File: src/rtl/phy_mgmt_pkg.sv
package phy_mgmt_pkg;
  localparam int unsigned MGMT_DATA_W = 16;
  localparam int unsigned MGMT_ADDR_W = 5;

  // register numbers with behaviour of their own
  localparam int unsigned IDX_CTRL   = 0;
  localparam int unsigned IDX_STAT   = 1;
  localparam int unsigned IDX_ID_HI  = 2;
  localparam int unsigned IDX_ID_LO  = 3;
  localparam int unsigned IDX_ADV    = 4;
  localparam int unsigned IDX_LPA    = 5;
  localparam int unsigned IDX_SPEED  = 17;
  localparam int unsigned IDX_DIAG   = 18;

  // control bits that never read back as one
  localparam logic [15:0] CTRL_SELFCLR = 16'h8200;
  localparam logic [15:0] STAT_LINKED  = 16'h782E;
  localparam logic [15:0] LPA_FIXED    = 16'h4001;
  localparam logic [15:0] LPA_ADVMASK  = 16'h01E0;
  localparam logic [15:0] SPEED_FIXED  = 16'h8000;

  function automatic logic [15:0] reg_reset_value(input int unsigned idx);
    case (idx)
      IDX_CTRL:  return 16'h3100;
      IDX_ID_HI: return 16'h0300;
      IDX_ID_LO: return 16'hE400;
      IDX_ADV:   return 16'h01E1;
      default:   return 16'h0000;
    endcase
  endfunction
endpackage

File: src/rtl/phy_mgmt_regfile.sv
module phy_mgmt_regfile
  import phy_mgmt_pkg::*;
#(
  parameter int unsigned ADDR_W = MGMT_ADDR_W,
  parameter int unsigned DATA_W = MGMT_DATA_W,
  localparam int unsigned NREGS = 1 << ADDR_W
) (
  input  logic              clk,
  input  logic              rst_n,
  input  logic              wr_en,
  input  logic [ADDR_W-1:0] wr_addr,
  input  logic [DATA_W-1:0] wr_data,
  output logic [DATA_W-1:0] regs_o [NREGS]
);
  for (genvar i = 0; i < NREGS; i++) begin : g_reg
    logic [DATA_W-1:0] word_q;
    always_ff @(posedge clk) begin
      if (!rst_n) begin
        word_q <= DATA_W'(reg_reset_value(i));
      end else if (wr_en && wr_addr == ADDR_W'(i)) begin
        if (i == IDX_CTRL) word_q <= wr_data & ~DATA_W'(CTRL_SELFCLR);
        else               word_q <= wr_data;
      end else if (wr_en && i == IDX_CTRL) begin
        word_q <= word_q & ~DATA_W'(CTRL_SELFCLR);
      end
    end
    assign regs_o[i] = word_q;
  end

  // after any write the self-clearing control bits are zero
  assert_ctrl_selfclr_R3: assert property (@(posedge clk) disable iff (!rst_n)
    wr_en |=> (regs_o[IDX_CTRL] & DATA_W'(CTRL_SELFCLR)) == '0);
endmodule

File: src/rtl/phy_mgmt_read_view.sv
module phy_mgmt_read_view
  import phy_mgmt_pkg::*;
#(
  parameter int unsigned ADDR_W = MGMT_ADDR_W,
  parameter int unsigned DATA_W = MGMT_DATA_W
) (
  input  logic [ADDR_W-1:0] addr,
  input  logic              link_up,
  input  logic [DATA_W-1:0] adv_word,
  input  logic [DATA_W-1:0] stored_word,
  output logic [DATA_W-1:0] view_word
);
  logic adv_100h, adv_100f, adv_10f;
  assign adv_10f  = adv_word[6];
  assign adv_100h = adv_word[7];
  assign adv_100f = adv_word[8];

  always_comb begin
    view_word = stored_word;
    case (addr)
      ADDR_W'(IDX_STAT):  view_word = link_up ? DATA_W'(STAT_LINKED) : '0;
      ADDR_W'(IDX_LPA):   view_word = DATA_W'(LPA_FIXED) | (adv_word & DATA_W'(LPA_ADVMASK));
      ADDR_W'(IDX_SPEED): view_word = DATA_W'(SPEED_FIXED);
      ADDR_W'(IDX_DIAG): begin
        view_word = '0;
        if (link_up) begin
          view_word[10] = adv_100h | adv_100f;
          view_word[11] = adv_100f | adv_10f;
        end
      end
      default: ;
    endcase
  end
endmodule

File: src/rtl/phy_mgmt_responder.sv
module phy_mgmt_responder
  import phy_mgmt_pkg::*;
#(
  parameter int unsigned ADDR_W = MGMT_ADDR_W,
  parameter int unsigned DATA_W = MGMT_DATA_W,
  localparam int unsigned NREGS = 1 << ADDR_W
) (
  input  logic              clk,
  input  logic              rst_n,
  input  logic              link_up,
  input  logic              req_valid,
  output logic              req_ready,
  input  logic              req_write,
  input  logic [ADDR_W-1:0] req_addr,
  input  logic [DATA_W-1:0] req_wdata,
  output logic              rsp_valid,
  input  logic              rsp_ready,
  output logic [DATA_W-1:0] rsp_rdata
);
  logic [DATA_W-1:0] regs [NREGS];
  logic [DATA_W-1:0] view_word;
  logic              accept, rd_accept, wr_accept;
  logic              rsp_valid_q;
  logic [DATA_W-1:0] rsp_data_q;

  assign req_ready = !rsp_valid_q || rsp_ready;
  assign accept    = req_valid && req_ready;
  assign rd_accept = accept && !req_write;
  assign wr_accept = accept && req_write;

  phy_mgmt_regfile #(.ADDR_W(ADDR_W), .DATA_W(DATA_W)) u_regs (
    .clk(clk), .rst_n(rst_n), .wr_en(wr_accept), .wr_addr(req_addr),
    .wr_data(req_wdata), .regs_o(regs)
  );

  phy_mgmt_read_view #(.ADDR_W(ADDR_W), .DATA_W(DATA_W)) u_view (
    .addr(req_addr), .link_up(link_up), .adv_word(regs[IDX_ADV]),
    .stored_word(regs[req_addr]), .view_word(view_word)
  );

  always_ff @(posedge clk) begin
    if (!rst_n) begin
      rsp_valid_q <= 1'b0;
      rsp_data_q  <= '0;
    end else begin
      if (rd_accept) begin
        rsp_valid_q <= 1'b1;
        rsp_data_q  <= view_word;
      end else if (rsp_ready) begin
        rsp_valid_q <= 1'b0;
      end
    end
  end

  assign rsp_valid = rsp_valid_q;
  assign rsp_rdata = rsp_data_q;

  // a stalled response holds its data
  assert_rsp_hold_R9: assert property (@(posedge clk) disable iff (!rst_n)
    rsp_valid && !rsp_ready |=> rsp_valid && $stable(rsp_rdata));
  // an accepted read is answered next cycle
  assert_rsp_after_read_R9: assert property (@(posedge clk) disable iff (!rst_n)
    req_valid && req_ready && !req_write |=> rsp_valid);
  // a write taken from idle gives no response
  assert_write_silent_R10: assert property (@(posedge clk) disable iff (!rst_n)
    req_valid && req_ready && req_write && (!rsp_valid || rsp_ready) |=> !rsp_valid);
  // the speed register is fixed
  assert_speed_fixed_R6: assert property (@(posedge clk) disable iff (!rst_n)
    req_valid && req_ready && !req_write && req_addr == ADDR_W'(IDX_SPEED)
    |=> rsp_rdata == DATA_W'(SPEED_FIXED));
  // status is zero for a read taken with the link down
  assert_stat_down_R4: assert property (@(posedge clk) disable iff (!rst_n)
    req_valid && req_ready && !req_write && req_addr == ADDR_W'(IDX_STAT) && !link_up
    |=> rsp_rdata == '0);
endmodule

File: config.mk
export PLATFORM = sky130hd
export DESIGN_NAME = phy_mgmt_responder
export DESIGN_NICKNAME = d
export VERILOG_FILES = /design/src/rtl/phy_mgmt_pkg.sv /design/src/rtl/phy_mgmt_regfile.sv /design/src/rtl/phy_mgmt_read_view.sv /design/src/rtl/phy_mgmt_responder.sv
export SDC_FILE = /design/constraint.sdc
export NUM_CORES = 1
export LEC_CHECK = 0
export ABC_AREA = 1
export BUFFER_PORTS_ARGS = -buffer_cell sky130_fd_sc_hd__buf_4
export CAP_MARGIN = 20
export CORE_AREA = 2 2 226 228
export CTS_CLUSTER_SIZE = 10
export DETAILED_ROUTE_END_ITERATION = 8
export DIE_AREA = 0 0 228 230
export REMOVE_ABC_BUFFERS = 1
export SYNTH_ARGS = -nofsm -noshare
export SYNTH_HDL_FRONTEND = slang
export SYNTH_SLANG_ARGS = --single-unit
File: constraint.sdc
create_clock -name clk -period 2.2 [get_ports clk]
set_clock_uncertainty 0.2 [all_clocks]
set_input_delay 0.11 -clock clk [delete_from_list [all_inputs] [get_ports clk]]
set_output_delay 0.11 -clock clk [all_outputs]
set_load 0.005 [all_outputs]
Word level (Yosys, flattened, before mapping) --
Cells that the tools add are included.
Storage, ports and cells: bits of input ports 27, logic and storage cells 118, register bits 527
Cells by class: order comparisons 1, bitwise gates (word level) 3, reductions and logical operators 40, multiplexer cells 9, equal/unequal tests 31
Operator list (number):
- 16-bit binary-select mux with 5-bit select | 1
- 5-bit == test, second input constant | 16
- 16-bit one-hot mux with 4 select lines | 1
- 5-bit by 4-bit == test with 1-bit output, second input constant | 8
- 1-bit logical AND | 35
- 16-bit two-way mux | 2
- 15-bit two-way mux | 2
- 5-bit by 3-bit == test with 1-bit output, second input constant | 4
- 5-bit by 2-bit == test with 1-bit output, second input constant | 2
- 6-bit greater-or-equal comparator, second input constant | 1
- 5-bit NOT with 6-bit output | 1
- 5-bit by 1-bit == test with 1-bit output, second input constant | 1
- 5-bit zero test | 1
- 1-bit zero test | 2
- 1-bit two-way mux | 2
- 2-bit two-way mux | 1
- 1-bit OR | 2
- 2-bit nonzero test | 1
- 1-bit logical OR | 1

Longest topological paths before layout --
depth after elaboration 6, gate-level depth with buffers 13

Modules after synthesis --
A second synthesis with hierarchy kept.
Second synthesis, totals: cells, all modules 4869, area, all modules 28428.5 µm²
Modules (own cells, without submodules):
- phy_mgmt_regfile | area an instance 22141.2 µm², times used 1, cells an instance 3509
- phy_mgmt_responder | area an instance 5954.5 µm², times used 1, cells an instance 1296
- phy_mgmt_read_view | area an instance 332.8 µm², times used 1, cells an instance 64

Least setup slack after synthesis --
Ideal clock, no wire load.
kind register to register, start reg rsp_valid_q, in the netlist rsp_valid, end reg u_regs.g_reg[21].word_q[10], buffers on the path 0, arrival 1.555 ns, required time 1.884 ns, stages on the path, launching flop included 13, slack 0.330 ns, library setup time 0.116 ns, cell sequence dfxtp_1 -> inv_1 -> nor2_1 -> inv_2 -> nand2_1 -> nor2_2 -> inv_2 -> nor2_4 -> inv_2 -> nor3_2 -> clkinv_1 -> nor2_1 -> nor2_1
On the way: cells in the longest elaborated chain, start to end 5
Ends and longest elaborated chain:
- from (decl) | line phy_mgmt_responder.sv:23 | logic rsp_valid_q;
- from (signal assigned) | line phy_mgmt_responder.sv:43 | rsp_valid_q <= 1'b0;
- from (signal assigned) | line phy_mgmt_responder.sv:47 | rsp_valid_q <= 1'b1;
- from (signal assigned) | line phy_mgmt_responder.sv:50 | rsp_valid_q <= 1'b0;
- 1-bit zero test | line phy_mgmt_responder.sv:26 | assign req_ready = !rsp_valid_q || rsp_ready;
- 1-bit logical OR | line phy_mgmt_responder.sv:26
- net req_ready | line phy_mgmt_responder.sv:12 | output logic req_ready,
- 1-bit logical AND | line phy_mgmt_responder.sv:27 | assign accept = req_valid && req_ready;
- 1-bit logical AND | line phy_mgmt_responder.sv:29 | assign wr_accept = accept && req_write;
- 1-bit logical AND | line phy_mgmt_regfile.sv:20 | end else if (wr_en && wr_addr == ADDR_W'(i)) begin
- to (signal assigned) | line phy_mgmt_regfile.sv:19 | word_q <= DATA_W'(reg_reset_value(i));
- to (signal assigned) | line phy_mgmt_regfile.sv:21 | if (i == IDX_CTRL) word_q <= wr_data & ~DATA_W'(CTRL_SELFCLR);
- to (signal assigned) | line phy_mgmt_regfile.sv:22 | else word_q <= wr_data;
- to (decl) | line phy_mgmt_regfile.sv:16 | logic [DATA_W-1:0] word_q;
The timed path passes the listed nets, and every way through them passes these cells. A chain may end at the register's enable or synchronous reset.

Worst setup path in the final report --
start reg rsp_valid_q, in the netlist rsp_valid, end reg u_regs.g_reg[7].word_q[1]
On the way: cells in the longest elaborated chain, start to end 5
Ends and longest elaborated chain (line):
- 1-bit zero test | phy_mgmt_responder.sv:26
- 1-bit logical OR | phy_mgmt_responder.sv:26
- 1-bit logical AND | phy_mgmt_responder.sv:27
- 1-bit logical AND | phy_mgmt_responder.sv:29
- 1-bit logical AND | phy_mgmt_regfile.sv:20
- to (signal assigned) | phy_mgmt_regfile.sv:19
- to (signal assigned) | phy_mgmt_regfile.sv:21
- to (signal assigned) | phy_mgmt_regfile.sv:22
- to (decl) | phy_mgmt_regfile.sv:16
No other way between the ends.

==> results by stage <==
Detailed routing:
- In the final routed layout, each cell accounts on average for 20.7 um.
- The via count is 22,100.
- The iteration count of the initial detailed-routing pass is 6.
- The DRC violation count after routing is 0.
- After the first detailed-routing iteration, the DRC count stood at 2,447.
- The via-per-instance ratio is 5.69.
- In this run the remaining antenna-violating nets after routing total 0.
- In the final routing, the length of wire on met1 measures 35,500 um.
- The routed design has 80,400 um of wire.
- The top layer reached by signal wires is met4.
- In the detailed route, the total length drawn on met2 is 35,400 um.
- In the detailed route, the total length drawn on met3 is 6360 um.

Status:
- The flow ran to the end, and the final reports show no timing, DRC or antenna violations.

Flow run:
- The reported max-cap violation count is 0.

Timing:
- At the pin with the least slew margin, the transition time is 0.742 ns.
- The final period demand of the worst path is 2.20 ns.
- The maximum clock frequency is 455 MHz.
- The final max-slew violation count is 0.
- Setup repair after global routing could not meet its margin everywhere.
- The final clock period utilization by the worst path is 0.999.
- Setup violations remaining at the end of the flow were counted as 0.
- In the final timing run, aggregate negative setup slack is 0 ns.
- The worst-case headroom to the max-slew limit is 0.505.
- The number of failing hold endpoints at the final stage is 0.
- The tightest hold path in the finished design has a slack of 0.0680 ns.

Final layout:
- In the final design database the tool counted 3,230 nets.
- The antenna diode instance count is 0.
- In the final layout, the share of cells above drive strength 1 is 0.105.
- The area growth from synthesis to final layout is 16.6%.
- The share of the core filled with cells is 0.521.

Power and ir drop:
- After layout, the design draws a total of 19.8 mW.
- For this design the static power due to leakage is 10.5 nW.
- The largest vdd supply drop is 589 uV.
- The areal power density over the cells is 763 mW/mm2.

Global route:
- Entering global routing, the biggest net connects 130 pins.
- The first-pass GRT wire length is 122,000 um.
- Across every metal layer, demand over resource in global routing totals 0.297.
- The via count of the first global-routing pass was 20,600.
- The initial antenna violation count is 1.
- The total congestion overflow is 0.

Worst setup path:
- The capturing element type of the critical path is a register.
- For the worst setup path, the data arrival time is 2.48 ns.
- STA puts the critical path data required time at 2.48 ns.
- The largest individual stage delay along the critical path comes from the cell sky130_fd_sc_hd__dfxtp_1.
- The cell class contributing the biggest share of worst-path delay is simple AND/OR/NAND/NOR gates.
- The critical path is of the register to register type.
- The peak fanout along the critical path is 17.
- Traced cell by cell, the critical path runs through inv_1 -> nor2_1 -> inv_2 -> nand2_1 -> nor2_4 -> nand2_1 -> buf_6 -> nor2_2 -> inv_2 -> o21ai_0 -> a21oi_1.
- The number of cells on the worst reg-to-reg path is 11.
- The delay of the slowest cell on the worst path is 0.31 ns.
- STA classifies the critical path startpoint as a register.
- The critical path crosses 11 cells after its start point.
- Together, buffers and inverters on the worst path number 4.

Placed design:
- The congestion estimate from routability-driven global placement came to 0.925.
- The quantity of I/O buffers inserted on ports is 44.
- The half-perimeter wire length after placement is 51,700 um.

CTS:
- TritonCTS built the clock tree.
- The clock reaches the later pin of the worst-skew pair after 0.62 ns.
- Counting along the longest clock path gives a buffer depth of 3.
- The H-tree depth reported by CTS is 2.
- TritonCTS created 59 clock buffers.
- The clock sink count is 527.
- The CTS root buffer is sky130_fd_sc_hd__clkbuf_16.
- Clock-pin slew was measured on the worst setup and hold paths at 0.06 ns.

Yosys:
- The Yosys step of the flow raised 0 warnings.
- Synthesis instantiated 24 different standard cells from the library.
- The synthesized design spends more area on one cell type than any other, namely sky130_fd_sc_hd__dfxtp_1.
- The mean instance size in the synthesized netlist is 7.03 um2.
- The synthesized netlist occupies a cell area of 0.0223 mm2.
- Sorting the synthesized cells by area gives the leading types as sky130_fd_sc_hd__dfxtp_1 (47%), sky130_fd_sc_hd__o21ai_0 (13%), sky130_fd_sc_hd__nor2_1 (9.1%).
- Synthesis produced 3,164 cells.
- In this run, synthesis produced a sequential element count of 527.
- For this run, the register share of the synthesized area comes to 0.474.
- Of the post-synthesis cell area, the dominant cell type holds 0.474.

Floorplanning:
- The initial standard-cell utilization of the core is 0.446.
- The floorplan step defined a die boundary enclosing 0.0524 mm2.
- The number of top-level pins is 45.
- The cell row count is 82.
- The die is 228 um wide.
- The die is 230 um tall.
- The floorplan core area is 0.0499 mm2.

Min path:
- The number of cells on the worst hold path is 7.
- The min-delay analysis places its worst path in the category primary input to register.
-- cell usage after synthesis --
master	n
sky130_fd_sc_hd__nand3_1	35
sky130_fd_sc_hd__clkbuf_1	172
sky130_fd_sc_hd__dfxtp_1	527
sky130_fd_sc_hd__a21oi_1	369
sky130_fd_sc_hd__nor2_2	10
sky130_fd_sc_hd__nand4_1	28
sky130_fd_sc_hd__nor2_1	540
sky130_fd_sc_hd__buf_4	5
sky130_fd_sc_hd__o21ai_0	592
sky130_fd_sc_hd__o22ai_1	25
sky130_fd_sc_hd__o21ai_1	1
sky130_fd_sc_hd__o211ai_1	6
sky130_fd_sc_hd__clkinv_1	3
sky130_fd_sc_hd__nand2_2	3
sky130_fd_sc_hd__inv_2	16
sky130_fd_sc_hd__a22oi_1	58
sky130_fd_sc_hd__o21bai_1	1
sky130_fd_sc_hd__buf_1	17
sky130_fd_sc_hd__nor3_2	1
sky130_fd_sc_hd__nand2_1	509
sky130_fd_sc_hd__buf_2	62
sky130_fd_sc_hd__nor2_4	5
sky130_fd_sc_hd__and2_1	4
sky130_fd_sc_hd__inv_1	175
-- sequential cells by signal, indices dropped and copies added, names as in the netlist --
register / cells
rsp_rdata: 16
rsp_valid: 1
u_regs.g.word_q: 510
-- through the flow --
stage          worst slack, ns  std cells  cell area (um2)
2_1_floorplan            -1.98       2908            21200
3_3_place_gp           -0.0859       3770            23800
3_5_place_dp           -0.0868       3770            23800
4_1_cts                 0.0342       3869            25700
5_1_grt                -0.0954       3884            26000
6_report               0.00169       3884            26000
-- worst paths after layout --
check                              startpoint                           to  slack, ns
setup reg to reg                    rsp_valid    u_regs.g_reg[7].word_q[1]      0.002
setup / recovery                    rsp_valid    u_regs.g_reg[7].word_q[1]      0.002
hold / removal                    req_addr[3]                rsp_rdata[15]       0.07
hold reg to reg   u_regs.g_reg[23].word_q[10]  u_regs.g_reg[23].word_q[10]       0.25
-- layout by cell type (no fill, tap or decap), types with 28 or more instances in the layout --
| cell type | count |
|---|---|
| sky130_fd_sc_hd__nand2_1 | 506 |
| sky130_fd_sc_hd__o21ai_0 | 583 |
| sky130_fd_sc_hd__dfxtp_1 | 527 |
| sky130_fd_sc_hd__a21oi_1 | 369 |
| sky130_fd_sc_hd__clkbuf_16 | 62 |
| sky130_fd_sc_hd__buf_12 | 31 |
| sky130_fd_sc_hd__a22oi_1 | 58 |
| sky130_fd_sc_hd__buf_4 | 167 |
| sky130_fd_sc_hd__nor2_1 | 535 |
| sky130_fd_sc_hd__nand3_1 | 35 |
| sky130_fd_sc_hd__inv_1 | 156 |
| sky130_fd_sc_hd__nand4_1 | 28 |
-- what timing repair did --
action,in CTS,in global routing
buffers inserted,5,9
endpoints found under the hold margin,526,0
pin swaps,0,0
hold buffers,23,0
resized for setup,8,42
setup endpoints to repair,18,151
cloned,1,6
-- routing by layer --
metal,up-vias,global-route usage
li1,10400,-
met3,168,0.0348
met2,1039,0.473
met5,-,0
met4,0,0.119
met1,10500,0.411
-- tightest hold or removal path, cell delays in order --
cell                      delay (ns)
sky130_fd_sc_hd__buf_4          0.12
sky130_fd_sc_hd__nor2_2         0.06
sky130_fd_sc_hd__buf_12         0.18
sky130_fd_sc_hd__nand3_1        0.14
sky130_fd_sc_hd__nand2_1        0.10
sky130_fd_sc_hd__nand2_1        0.07
sky130_fd_sc_hd__a21oi_1        0.05
-- kinds of logic after synthesis --
family | after synthesis | synth area share
buffers and inverters | 450 | 0.0802
AOI/OAI and AO/OA | 1052 | 0.245
and+or+nand+nor | 1135 | 0.200
DFF | 527 | 0.474
-- report_power, final --
part / internal (mW) / leakage (nW) / total [mW] / switching [mW]
sequential: 9.63 / 4.25 / 9.69 / 0.0545
clock: 4.92 / 0.777 / 8.71 / 3.79
combinational: 0.401 / 5.49 / 1.40 / 1.00
-- area by class of cell --
type                            count  area, um2
Fill cell                        4903      23900
Sequential cell                   527      10600
Multi-Input combinational cell   2187       9970
Timing Repair Buffer              228       2200
Clock buffer                       69       1580
Tap cell                          672        841
Inverter                          194        772
Timing Repair inverter              6       42.5
Clock inverter                      1       5.00
No activity file was read; power rests on OpenSTA's default activity.
